<file path="src/rtl/tmr_pkg.sv">
package tmr_pkg;
  localparam int CTL_SEL   = 0;
  localparam int CTL_RUN   = 1;
  localparam int CTL_CAPEN = 2;
  localparam int CTL_EXT   = 3;
  localparam int CTL_DOWN  = 4;
  localparam int CTL_CAPF  = 6;
  localparam int CTL_OVF   = 7;
  localparam int CFG_W     = 5;
endpackage

</file>
<file path="src/rtl/tmr_edge_sync.sv">
module tmr_edge_sync #(
  parameter int STAGES = 2
) (
  input  logic clk,
  input  logic rst,
  input  logic din,
  output logic fall
);
  logic [STAGES-1:0] sh;
  logic              last;

  always_ff @(posedge clk) begin
    if (rst) begin
      sh   <= '1;
      last <= 1'b1;
    end else begin
      sh   <= {sh[STAGES-2:0], din};
      last <= sh[STAGES-1];
    end
  end

  assign fall = last & ~sh[STAGES-1];
endmodule

</file>
<file path="src/rtl/tmr_updn_counter.sv">
module tmr_updn_counter #(
  parameter int W  = 16,
  parameter int DW = 8
) (
  input  logic            clk,
  input  logic            rst,
  input  logic            step,
  input  logic            down,
  input  logic [W/DW-1:0] byte_we,
  input  logic [DW-1:0]   wdata,
  output logic [W-1:0]    cnt,
  output logic            wrap
);
  localparam int NB = W / DW;

  always_ff @(posedge clk) begin
    if (rst) begin
      cnt <= '0;
    end else if (|byte_we) begin
      for (int i = 0; i < NB; i++)
        if (byte_we[i]) cnt[i*DW +: DW] <= wdata;
    end else if (step) begin
      cnt <= down ? cnt - 1'b1 : cnt + 1'b1;
    end
  end

  always_comb begin
    wrap = step & ~(|byte_we) & (down ? (cnt == '0) : (&cnt));
  end
endmodule

</file>
<file path="src/rtl/tmr_capture_reg.sv">
module tmr_capture_reg #(
  parameter int W = 16
) (
  input  logic         clk,
  input  logic         rst,
  input  logic         load,
  input  logic [W-1:0] din,
  output logic [W-1:0] q
);
  always_ff @(posedge clk) begin
    if (rst)       q <= '0;
    else if (load) q <= din;
  end
endmodule

</file>
<file path="src/rtl/updn_capture_timer.sv">
module updn_capture_timer
  import tmr_pkg::*;
#(
  parameter int CNT_W       = 16,
  parameter int DATA_W      = 8,
  parameter int ADDR_W      = 3,
  parameter int SYNC_STAGES = 2
) (
  input  logic              clk,
  input  logic              rst,
  input  logic              wr_en,
  input  logic [ADDR_W-1:0] addr,
  input  logic [DATA_W-1:0] wdata,
  output logic [DATA_W-1:0] rdata,
  input  logic              tick,
  input  logic              ev_in,
  input  logic              cap_in,
  input  logic              irq_en,
  output logic              irq
);
  localparam int NB     = CNT_W / DATA_W;
  localparam int A_CNT0 = 1;
  localparam int A_CAP0 = 1 + NB;

  logic [CFG_W-1:0]  cfg;
  logic              ovf_f, cap_f;
  logic              ev_fall, cap_fall;
  logic              mode_on, step, cap_load, wrap, wr_ctl;
  logic [NB-1:0]     byte_we;
  logic [CNT_W-1:0]  cnt, cap_q;
  logic [DATA_W-1:0] rd_next;
  int                a_i;

  tmr_edge_sync #(.STAGES(SYNC_STAGES)) u_ev_sync (
    .clk(clk), .rst(rst), .din(ev_in), .fall(ev_fall));

  tmr_edge_sync #(.STAGES(SYNC_STAGES)) u_cap_sync (
    .clk(clk), .rst(rst), .din(cap_in), .fall(cap_fall));

  always_comb begin
    a_i      = int'(addr);
    wr_ctl   = wr_en && (a_i == 0);
    mode_on  = cfg[CTL_SEL] & cfg[CTL_RUN];
    step     = mode_on & (cfg[CTL_EXT] ? ev_fall : tick);
    cap_load = mode_on & cfg[CTL_CAPEN] & cap_fall;
    for (int i = 0; i < NB; i++)
      byte_we[i] = wr_en && (a_i == A_CNT0 + i);
  end

  tmr_updn_counter #(.W(CNT_W), .DW(DATA_W)) u_cnt (
    .clk(clk), .rst(rst), .step(step), .down(cfg[CTL_DOWN]),
    .byte_we(byte_we), .wdata(wdata), .cnt(cnt), .wrap(wrap));

  tmr_capture_reg #(.W(CNT_W)) u_cap (
    .clk(clk), .rst(rst), .load(cap_load), .din(cnt), .q(cap_q));

  always_ff @(posedge clk) begin
    if (rst) begin
      cfg   <= '0;
      ovf_f <= 1'b0;
      cap_f <= 1'b0;
    end else begin
      if (wr_ctl) cfg <= wdata[CFG_W-1:0];
      ovf_f <= wrap     | (ovf_f & ~(wr_ctl & ~wdata[CTL_OVF]));
      cap_f <= cap_load | (cap_f & ~(wr_ctl & ~wdata[CTL_CAPF]));
    end
  end

  always_comb begin
    rd_next = '0;
    if (a_i == 0) begin
      rd_next[CFG_W-1:0] = cfg;
      rd_next[CTL_CAPF]  = cap_f;
      rd_next[CTL_OVF]   = ovf_f;
    end
    for (int i = 0; i < NB; i++) begin
      if (a_i == A_CNT0 + i) rd_next = cnt[i*DATA_W +: DATA_W];
      if (a_i == A_CAP0 + i) rd_next = cap_q[i*DATA_W +: DATA_W];
    end
  end

  always_ff @(posedge clk) begin
    if (rst) begin
      rdata <= '0;
      irq   <= 1'b0;
    end else begin
      rdata <= rd_next;
      irq   <= irq_en & (ovf_f | cap_f);
    end
  end
endmodule

</file>
<file path="config.mk">
export PLATFORM = sky130hd
export DESIGN_NAME = updn_capture_timer
export DESIGN_NICKNAME = d
export VERILOG_FILES = /design/src/rtl/tmr_pkg.sv /design/src/rtl/tmr_edge_sync.sv /design/src/rtl/tmr_updn_counter.sv /design/src/rtl/tmr_capture_reg.sv /design/src/rtl/updn_capture_timer.sv
export SDC_FILE = /design/constraint.sdc
export NUM_CORES = 1
export LEC_CHECK = 0
export BUFFER_PORTS_ARGS = -buffer_cell sky130_fd_sc_hd__buf_4
export CORE_UTILIZATION = 40
export DETAILED_ROUTE_END_ITERATION = 6
export GPL_ROUTABILITY_DRIVEN = 0
export HOLD_SLACK_MARGIN = 0.15
export RECOVER_POWER = 25
export SYNTH_ARGS = -nofsm -noshare
export SYNTH_HDL_FRONTEND = slang
export SYNTH_SLANG_ARGS = --single-unit
</file>
<file path="constraint.sdc">
create_clock -name clk -period 2.4 [get_ports clk]
set_input_delay 0.48 -clock clk [delete_from_list [all_inputs] [get_ports clk]]
set_output_delay 0.48 -clock clk [all_outputs]
set_load 0.02 [all_outputs]
</file>
Yosys cells after proc, flatten, opt, wreduce, memory -nomap -nowiden --
Index checks and enable logic that the tools add are counted.
Cells by class: $add $sub $neg 2, muxes and demuxes 13, equal/unequal tests 6, reduce and logical (&&, ||, !) cells 11, bitwise gates (word level) 23
Operators with widths (number):
- 2-to-1 mux 16 bit | 3
- 2-to-1 mux 8 bit | 6
- zero test 32 bit | 1
- adder 16 x 1 -> 16 bit, second input constant | 1
- zero test 16 bit | 1
- AND reduction 16 bit | 1
- subtractor 16 x 1 -> 16 bit, second input constant | 1
- bitwise AND 1 bit | 13
- equality test 3 bit, second input constant | 3
- inverter 1 bit | 7
- 2-to-1 mux 5 bit | 1
- inequality test 2 bit, second input constant | 2
- AND reduction 2 bit | 2
- equality test 3 x 2 -> 1 bit, second input constant | 1
- logical AND 1 bit | 3
- zero test 3 bit | 1
- OR 1 bit | 3
- 2-to-1 mux 1 bit | 2
- 2-to-1 mux 2 bit | 1
- nonzero test 2 bit | 1
- OR reduction 2 bit | 1
Storage, ports and cells: register bits 54, word-level logic and storage cells 67, output and inout bits 9

Depth between registers and ports, before layout --
Gate-level depths: netlist of run 1.
word-level depth 7, depth in mapped cells 8, depth with buffers taken out 8

Cells and area by module --
Synthesis of run 1 repeated with hierarchy kept, for this count alone.
Unflattened totals: cell total of the unflattened synthesis 378, area, all modules 3254.4 um^2
By module, submodules not included:
- tmr_updn_counter | times used 1, cells each 208, area an instance 1600.3 um^2
- updn_capture_timer | times used 1, cells each 104, area an instance 903.4 um^2
- tmr_capture_reg | times used 1, cells each 52, area an instance 580.6 um^2
- tmr_edge_sync | times used 2, cells each 7, area an instance 85.1 um^2

Worst setup path after synthesis of run 1 --
Ideal clock, no wire load.
path kind reg2reg, start point reg cfg[4], end point reg u_cnt.cnt[14], stages on the path, launching flop included 9, data required time 2.330 ns, setup slack 0.039 ns, data arrival time 2.291 ns, library setup time 0.070 ns, path through dfxtp_1 > ha_1 > a21o_1 > o21bai_1 > a221o_1 > a221oi_1 > xnor2_1 > nand2_1 > a21oi_1
On the way: word-level cells in the longest chain between the ends 3
RTL lines:
- start, declared | RTL line updn_capture_timer.sv:25 | logic [CFG_W-1:0] cfg;
- start signal, assigned | RTL line updn_capture_timer.sv:63 | if (wr_ctl) cfg <= wdata[CFG_W-1:0];
- 2-to-1 mux 16 bit | RTL line tmr_updn_counter.sv:23 | cnt <= down ? cnt - 1'b1 : cnt + 1'b1;
- 2-to-1 mux 16 bit | RTL line tmr_updn_counter.sv:22 | end else if (step) begin
- 2-to-1 mux 16 bit | RTL line tmr_updn_counter.sv:19 | end else if (|byte_we) begin
- end signal, assigned by index | RTL line tmr_updn_counter.sv:21 | if (byte_we[i]) cnt[i*DW +: DW] <= wdata;
- end signal, assigned | RTL line tmr_updn_counter.sv:23
- end, declared | RTL line tmr_updn_counter.sv:11 | output logic [W-1:0] cnt,
Every way passes these cells. The select of a mux whose other input is x is not followed. A chain may end at the register's enable or synchronous reset.

Worst setup path after layout of run 1 --
start point reg cfg[4], end point reg u_cnt.cnt[12]
Same word-level chain as after synthesis.

==> run summary, run 1 <==
Outcome -> complete, no violations
Post-Synth XOR/XNOR Area -> 0.0382
Post-Route WL -> 8410 um
Top_reg_cell synth -> dfxtp_1
Clock Latency Late Sink -> 0.31 ns
Hold Fails Final Rpt -> 0
HP Class -> in2reg
Critical path fanouts, max -> 6
Required @ worst endpoint -> 2.64 ns
Cell taking the most area after synthesis -> dfxtp_1
Max_cap viols -> 0
Starting Density -> 0.413
Final setup fails -> 0
Crit start category -> register
Post-DP HPWL -> 6190 um
Finished Cell Area -> 0.00357 sq mm
TritonCTS buffer count -> 5
CTS Sinks -> 54
Die X -> 88.4 um
Ys async rst share -> 0
Synthesized cell area -> 0.00298 sq mm
H-tree Lvls -> 2
FF/Latch Area -> 0.00108 sq mm
Fmax achieved -> 0.431 GHz
Compound-gate portion of the synthesized area -> 0.209
Area of the multi-input gates -> 0.00186 sq mm
Post-synthesis cell count -> 353
Area growth, synth to finish -> 19.6%
Final #Nets -> 429
Top-count cell post-synth -> nand2_1
CTS tree -> built
Die height -> 88.4 um
Combinational share of power -> 0.113
Area share of the largest cell type after synthesis -> 0.362
Switching power -> 0.000446 W
Initial antenna violation count -> 0
Post-Synth Simple-Gate Area -> 0.231
Fin crit share -> 0.966
Worst-margin pin slew -> 0.596 ns
Internal power -> 0.00134 W
Static Leak -> 1.38 nW
Commonest cells post-synth -> nand2_1, dfxtp_1, a21oi_1, nor2_1, ha_1
CTS max path bufs -> 2
CTS root buf -> clkbuf_8
Synth area leaders -> dfxtp_1, nand2_1, a21oi_1
Mux contribution to synthesized area -> 0.0646
Yosys cell types -> 56
Port-buffer cells -> 26
Avg WL per Cell -> 17.0 um
Worst-path clk slew -> 0.10 ns
First-pass GRT wire length -> 12,800 um
Iteration-0 DRC Markers -> 173
Crit path cell chain -> buf_4 > fa_1 > a21o_1 > a31oi_2 > o211ai_1 > a221o_1 > a21oi_1 > nand4b_1 > o221ai_1
Worst path buffer plus inverter count -> 1
Fin Setup TNS -> 0 ns
DRT antenna net count -> 0
Post-route DRC -> 0
FILL cells -> 760
Crit path DAT -> 2.55 ns
N_diodes -> 0
Worst setup EP type -> register
Clock Skew -> 0.00406 ns
Slowest stage cell, crit path -> fa_1
Sw Ratio -> 0.250
All-layer global routing usage -> 0.221
Clock group share of total power -> 0.370
I/O Pins -> 27
Number of global-route vias before repair -> 2,440
GRT Residual Overflow -> 0
Via density -> 5.60
CTS Hold Bufs -> 0
Largest family of logic cells by synthesized area -> simple AND/OR/NAND/NOR gates
Final core occ -> 0.495
Syn nets -> 386
Die area -> 0.00781 sq mm
Adder-cell share of the synthesized area -> 0.0654
Final worst setup slack -> 0.0812 ns
Largest net degree at the start of global routing -> 57
Share of cells above drive strength 1 -> 0.212
Synth Warn # -> 0
EDFF count, synth -> 0
Pre-CTS WS -> 0.00935 ns
Post-route minimum period -> 2.32 ns
Kind of critical path -> reg2reg
#FFs+latches synth -> 54
Placeable Area -> 0.00721 sq mm
Critical path's top delay family -> compound AO/OA/AOI/OAI gates
Mean area per synthesized cell -> 8.45 sq um
RSZ-0062 raised after global routing -> yes
Post-DP Area -> 0.00342 sq mm
Largest stage delay, worst path -> 0.39 ns
Via count -> 2,778
Max VDD drop -> 297 uV
Relative slew slack -> 0.603
Fin. max-slew vios -> 0
Seq/Total Area, Yosys -> 0.362
PD cells -> 500 mW/mm^2
Row count -> 31
Flop pwr share -> 0.518
DR pass1 iterations -> 4
## path summary, 6_finish.rpt
path,depth (start not counted),startpoint,to,slack [ns]
worst min register to register,1,u_cap_sync.sh[0],u_cap_sync.sh[1],0.42
worst max register to register,9,cfg[4],u_cnt.cnt[12],0.08
worst max-delay path,9,cfg[4],u_cnt.cnt[12],0.08
worst min-delay path,2,ev_in,u_ev_sync.sh[0],0.35
## timing repair
item / CTS / global route
pin swaps: 1 / 5
endpoints found under the setup margin: 2 / 6
setup buffers: 0 / 1
cloned: 0 / 0
resized for setup: 1 / 8
## routing by layer
| layer | track usage | part of all wire |
|---|---|---|
| met1 | 0.307 | 0.44 |
| met2 | 0.357 | 0.48 |
| met4 | 0.0601 | 0.021 |
| met5 | 0 | 0 |
| met3 | 0.0336 | 0.064 |
## power groups by stage
stage	clock network, W	logic (W)	registers (W)
global placement	0	0.000196	0.000944
floorplan	0	0.000115	0.000947
detailed placement	0	0.000197	0.000944
finish	0.000660	0.000201	0.000924
global route	0.000713	0.000218	0.000926
CTS	0.000678	0.000199	0.000923
## cell usage in the layout, fill, tap and decap left out, drive strengths merged, types with 9 or more instances in the layout
| master | netlist | layout |
|---|---|---|
| ha | 14 | 14 |
| clkbuf | 12 | 13 |
| dfxtp | 54 | 54 |
| a22oi | 9 | 9 |
| nand2 | 73 | 73 |
| nor2 | 26 | 26 |
| o21ai | 11 | 11 |
| buf | 5 | 46 |
| a21oi | 38 | 38 |
## state kept, by name (all words and copies together), names as in the netlist
signal and cells:
u_cnt.cnt 16, cfg 5, ovf_f 1, irq 1, cap_f 1, u_cap.q 16, u_ev_sync.sh 2, u_ev_sync.last 1
u_cap_sync.last 1, rdata 8, u_cap_sync.sh 2
## logic make-up (layout without fill, tap and decap cells)
group / Yosys count / after routing
flip-flops: 54 / 54
AND/OR/NAND/NOR: 148 / 148
multiplexers: 10 / 10
adder cells (fa/ha/maj): 15 / 15
AO/OA/AOI/OAI: 93 / 93
buffers and inverters: 20 / 64
XOR/XNOR: 13 / 13
## through the flow
stage	instances	hold WS (ns)	power, W
2_1_floorplan	353	0.389	0.00106
3_3_place_gp	487	0.391	0.00114
3_5_place_dp	487	0.398	0.00114
4_1_cts	495	0.341	0.00180
5_1_grt	496	0.340	0.00186
6_report	496	0.348	0.00179
## layout make-up
cell class	instances	area share
flip-flops and latches	54	0.303
repair buffers	53	0.104
clock buffers	6	0.0231
inverters	3	0.00316
clock inverters	2	0.0109
multi-input cells	279	0.521
well taps	99	0.0347
No activity file was read; power rests on OpenSTA's default activity.
==> run 2: changes to the inputs <==
--- a/config.mk
+++ b/config.mk
@@ -5,6 +5,7 @@
 export SDC_FILE = /design/constraint.sdc
 export NUM_CORES = 1
 export LEC_CHECK = 0
+export ABC_AREA = 1
 export BUFFER_PORTS_ARGS = -buffer_cell sky130_fd_sc_hd__buf_4
 export CORE_UTILIZATION = 40
 export DETAILED_ROUTE_END_ITERATION = 6
==> constraint.sdc (replaced) <==
create_clock -name clk -period 2.02 [get_ports clk]
set_input_delay 0.404 -clock clk [delete_from_list [all_inputs] [get_ports clk]]
set_output_delay 0.404 -clock clk [all_outputs]
set_load 0.02 [all_outputs]
==> run 2 against run 1 <==
Sequential cell count is the same. Largest cell class unchanged. Largest power group unchanged. Wire length is 1.3% lower. Utilization fell by 3.3 points. Die area is 8.2% higher.
==> run summary, run 2 <==
Port-buffer cells -> 26
Max VDD drop -> 231 uV
Min-delay src -> cap_in
CTS tree -> built
Top_reg_cell synth -> dfxtp_1
Max_cap viols -> 0
Synth Warn # -> 0
Die X -> 91.9 um
CTS root buf -> clkbuf_8
Largest net degree at the start of global routing -> 33
Mean area per synthesized cell -> 6.71 sq um
Finished Cell Area -> 0.00358 sq mm
Post-DP Area -> 0.00353 sq mm
Synthesized cell area -> 0.00323 sq mm
Post-Synth Simple-Gate Area -> 0.292
Clock Latency Late Sink -> 0.31 ns
Reg2reg start -> cfg[4]
Post-synthesis cell count -> 482
Relative slew slack -> 0.496
Required @ worst endpoint -> 2.23 ns
Critical Path Source -> cfg[4]
Avg WL per Cell -> 13.6 um
Row count -> 32
RSZ-0062 raised after global routing -> no
WHS -> 0.269 ns
I/O Pins -> 27
Cell taking the most area after synthesis -> dfxtp_1
Syn nets -> 515
First-pass GRT wire length -> 14,300 um
Most frequent cells in the layout -> nand2_1, inv_1, dfxtp_1
Seq/Total Area, Yosys -> 0.334
Fin crit share -> 0.913
Fmax achieved -> 0.542 GHz
Final setup fails -> 0
TritonCTS buffer count -> 5
Area growth, synth to finish -> 10.8%
Worst-margin pin slew -> 0.757 ns
Adder-cell share of the synthesized area -> 0.0604
Mux contribution to synthesized area -> 0
FILL cells -> 842
Share of cells above drive strength 1 -> 0.112
Starting Density -> 0.416
#FFs+latches synth -> 54
CTS Sinks -> 54
Static Leak -> 1.72 nW
Fin Setup TNS -> 0 ns
Final #Nets -> 541
Regs by FF count -> u_cap.q x16, u_cnt.cnt x16, rdata x8
Crit start category -> register
Critical path fanouts, max -> 7
Post-route minimum period -> 1.84 ns
Post-Synth XOR/XNOR Area -> 0.00813
Iteration-0 DRC Markers -> 101
Hold Fails Final Rpt -> 0
Yosys cell types -> 36
HP Class -> in2reg
Worst-path clk slew -> 0.10 ns
Post-Route WL -> 8300 um
N_diodes -> 0
Compound-gate portion of the synthesized area -> 0.195
Placeable Area -> 0.00777 sq mm
DRT antenna net count -> 0
Fin. max-slew vios -> 0
Die height -> 91.9 um
Kind of critical path -> reg2reg
EDFF count, synth -> 0
Initial antenna violation count -> 0
Top-count cell post-synth -> nand2_1
All-layer global routing usage -> 0.211
DR pass1 iterations -> 4
Largest stage delay, worst path -> 0.38 ns
Via count -> 3,090
CTS max path bufs -> 2
Outcome -> complete, no violations
PD cells -> 551 mW/mm^2
Number of global-route vias before repair -> 2,994
Crit path cell chain -> buf_4 > fa_1 > nand2_1 > nand2_1 > and2_1 > xnor2_1 > o21ai_0 > nor2_1 > nor2_1
Area share of the largest cell type after synthesis -> 0.334
Via density -> 5.06
Critical path's top delay family -> simple AND/OR/NAND/NOR gates
Most common cell after layout, fill and taps aside -> nand2_1
H-tree Lvls -> 2
Commonest cells post-synth -> nand2_1, inv_1, dfxtp_1, a21oi_1, o21ai_0
Slowest stage cell, crit path -> dfxtp_4
Post-DP HPWL -> 6510 um
Synth area leaders -> dfxtp_1, nand2_1, inv_1
GRT Residual Overflow -> 0
Ys async rst share -> 0
Crit path DAT -> 2.05 ns
Die area -> 0.00845 sq mm
Largest family of logic cells by synthesized area -> simple AND/OR/NAND/NOR gates
Clock Skew -> 0.00585 ns
Worst path buffer plus inverter count -> 1
Worst setup EP type -> register
Post-route DRC -> 0
[run 2: changes by cell type in the layout (fill, tap and decap cells not counted), sizes merged, moves of 7 or more]
cell	previous run	this run
mux4	7	0
a22oi	9	0
o21ai	11	49
a21oi	38	53
nand2	73	124
inv	3	78
nand3	4	25
buf	46	20
a311oi	8	0
[run 2: per-stage QoR]
step / utilization / instances / setup slack [ns] / total power [W]
6_report: 0.461 / 611 / 0.176 / 0.00197
5_1_grt: 0.461 / 611 / 0.00929 / 0.00208
4_1_cts: 0.466 / 611 / 0.136 / 0.00200
3_5_place_dp: 0.455 / 603 / 0.156 / 0.00140
3_3_place_gp: 0.455 / 603 / 0.189 / 0.00140
2_1_floorplan: - / 482 / 0.0497 / 0.00131
[run 2: area by class of cell]
cell class / instances / area, sq um / share of cell area
Multi-Input combinational cell: 338 / 1800 / 0.501
Sequential cell: 54 / 1080 / 0.303
Inverter: 78 / 295 / 0.0824
Clock inverter: 2 / 13.8 / 0.00384
Timing Repair Buffer: 31 / 193 / 0.0538
Tap cell: 102 / 128 / 0.0356
Clock buffer: 6 / 72.6 / 0.0203
[run 2: logic make-up (layout without fill, tap and decap cells)]
family	count (synthesis)	in the layout
and+or+nand+nor	206	206
AOI/OAI and AO/OA	114	114
buffers and inverters	90	117
DFF	54	54
adders and majority gates	15	15
xor gates and xnor gates	3	3
[run 2: power breakdown]
part	switching, W	internal, W	leakage (nW)
Combinational	0.000166	0.0000983	1.24
Clock	0.000354	0.000246	0.0452
Sequential	0.0000224	0.00109	0.439
Total	0.000542	0.00143	1.72
[run 2: worst paths after layout]
check | slack, ns | endpoint | cells past startpoint
worst max-delay path | 0.18 | u_cnt.cnt[4] | 9
worst max register to register | 0.18 | u_cnt.cnt[4] | 9
worst min-delay path | 0.27 | u_cap_sync.sh[0] | 2
worst min register to register | 0.42 | u_cap_sync.sh[1] | 1
[run 2: timing repair]
action / in CTS / in global routing
setup endpoints to repair: 0 / 4
gates resized for setup: 0 / 3
hold buffers: 0 / 0
setup buffers: 0 / 0
[run 2: metal layers]
metal	part of all wire	vias to the layer above	track usage
met4	0.013	0	0.0690
met1	0.49	1407	0.293
met5	0	-	0
li1	-	1625	-
met3	0.035	9	0.0182
met2	0.46	49	0.343
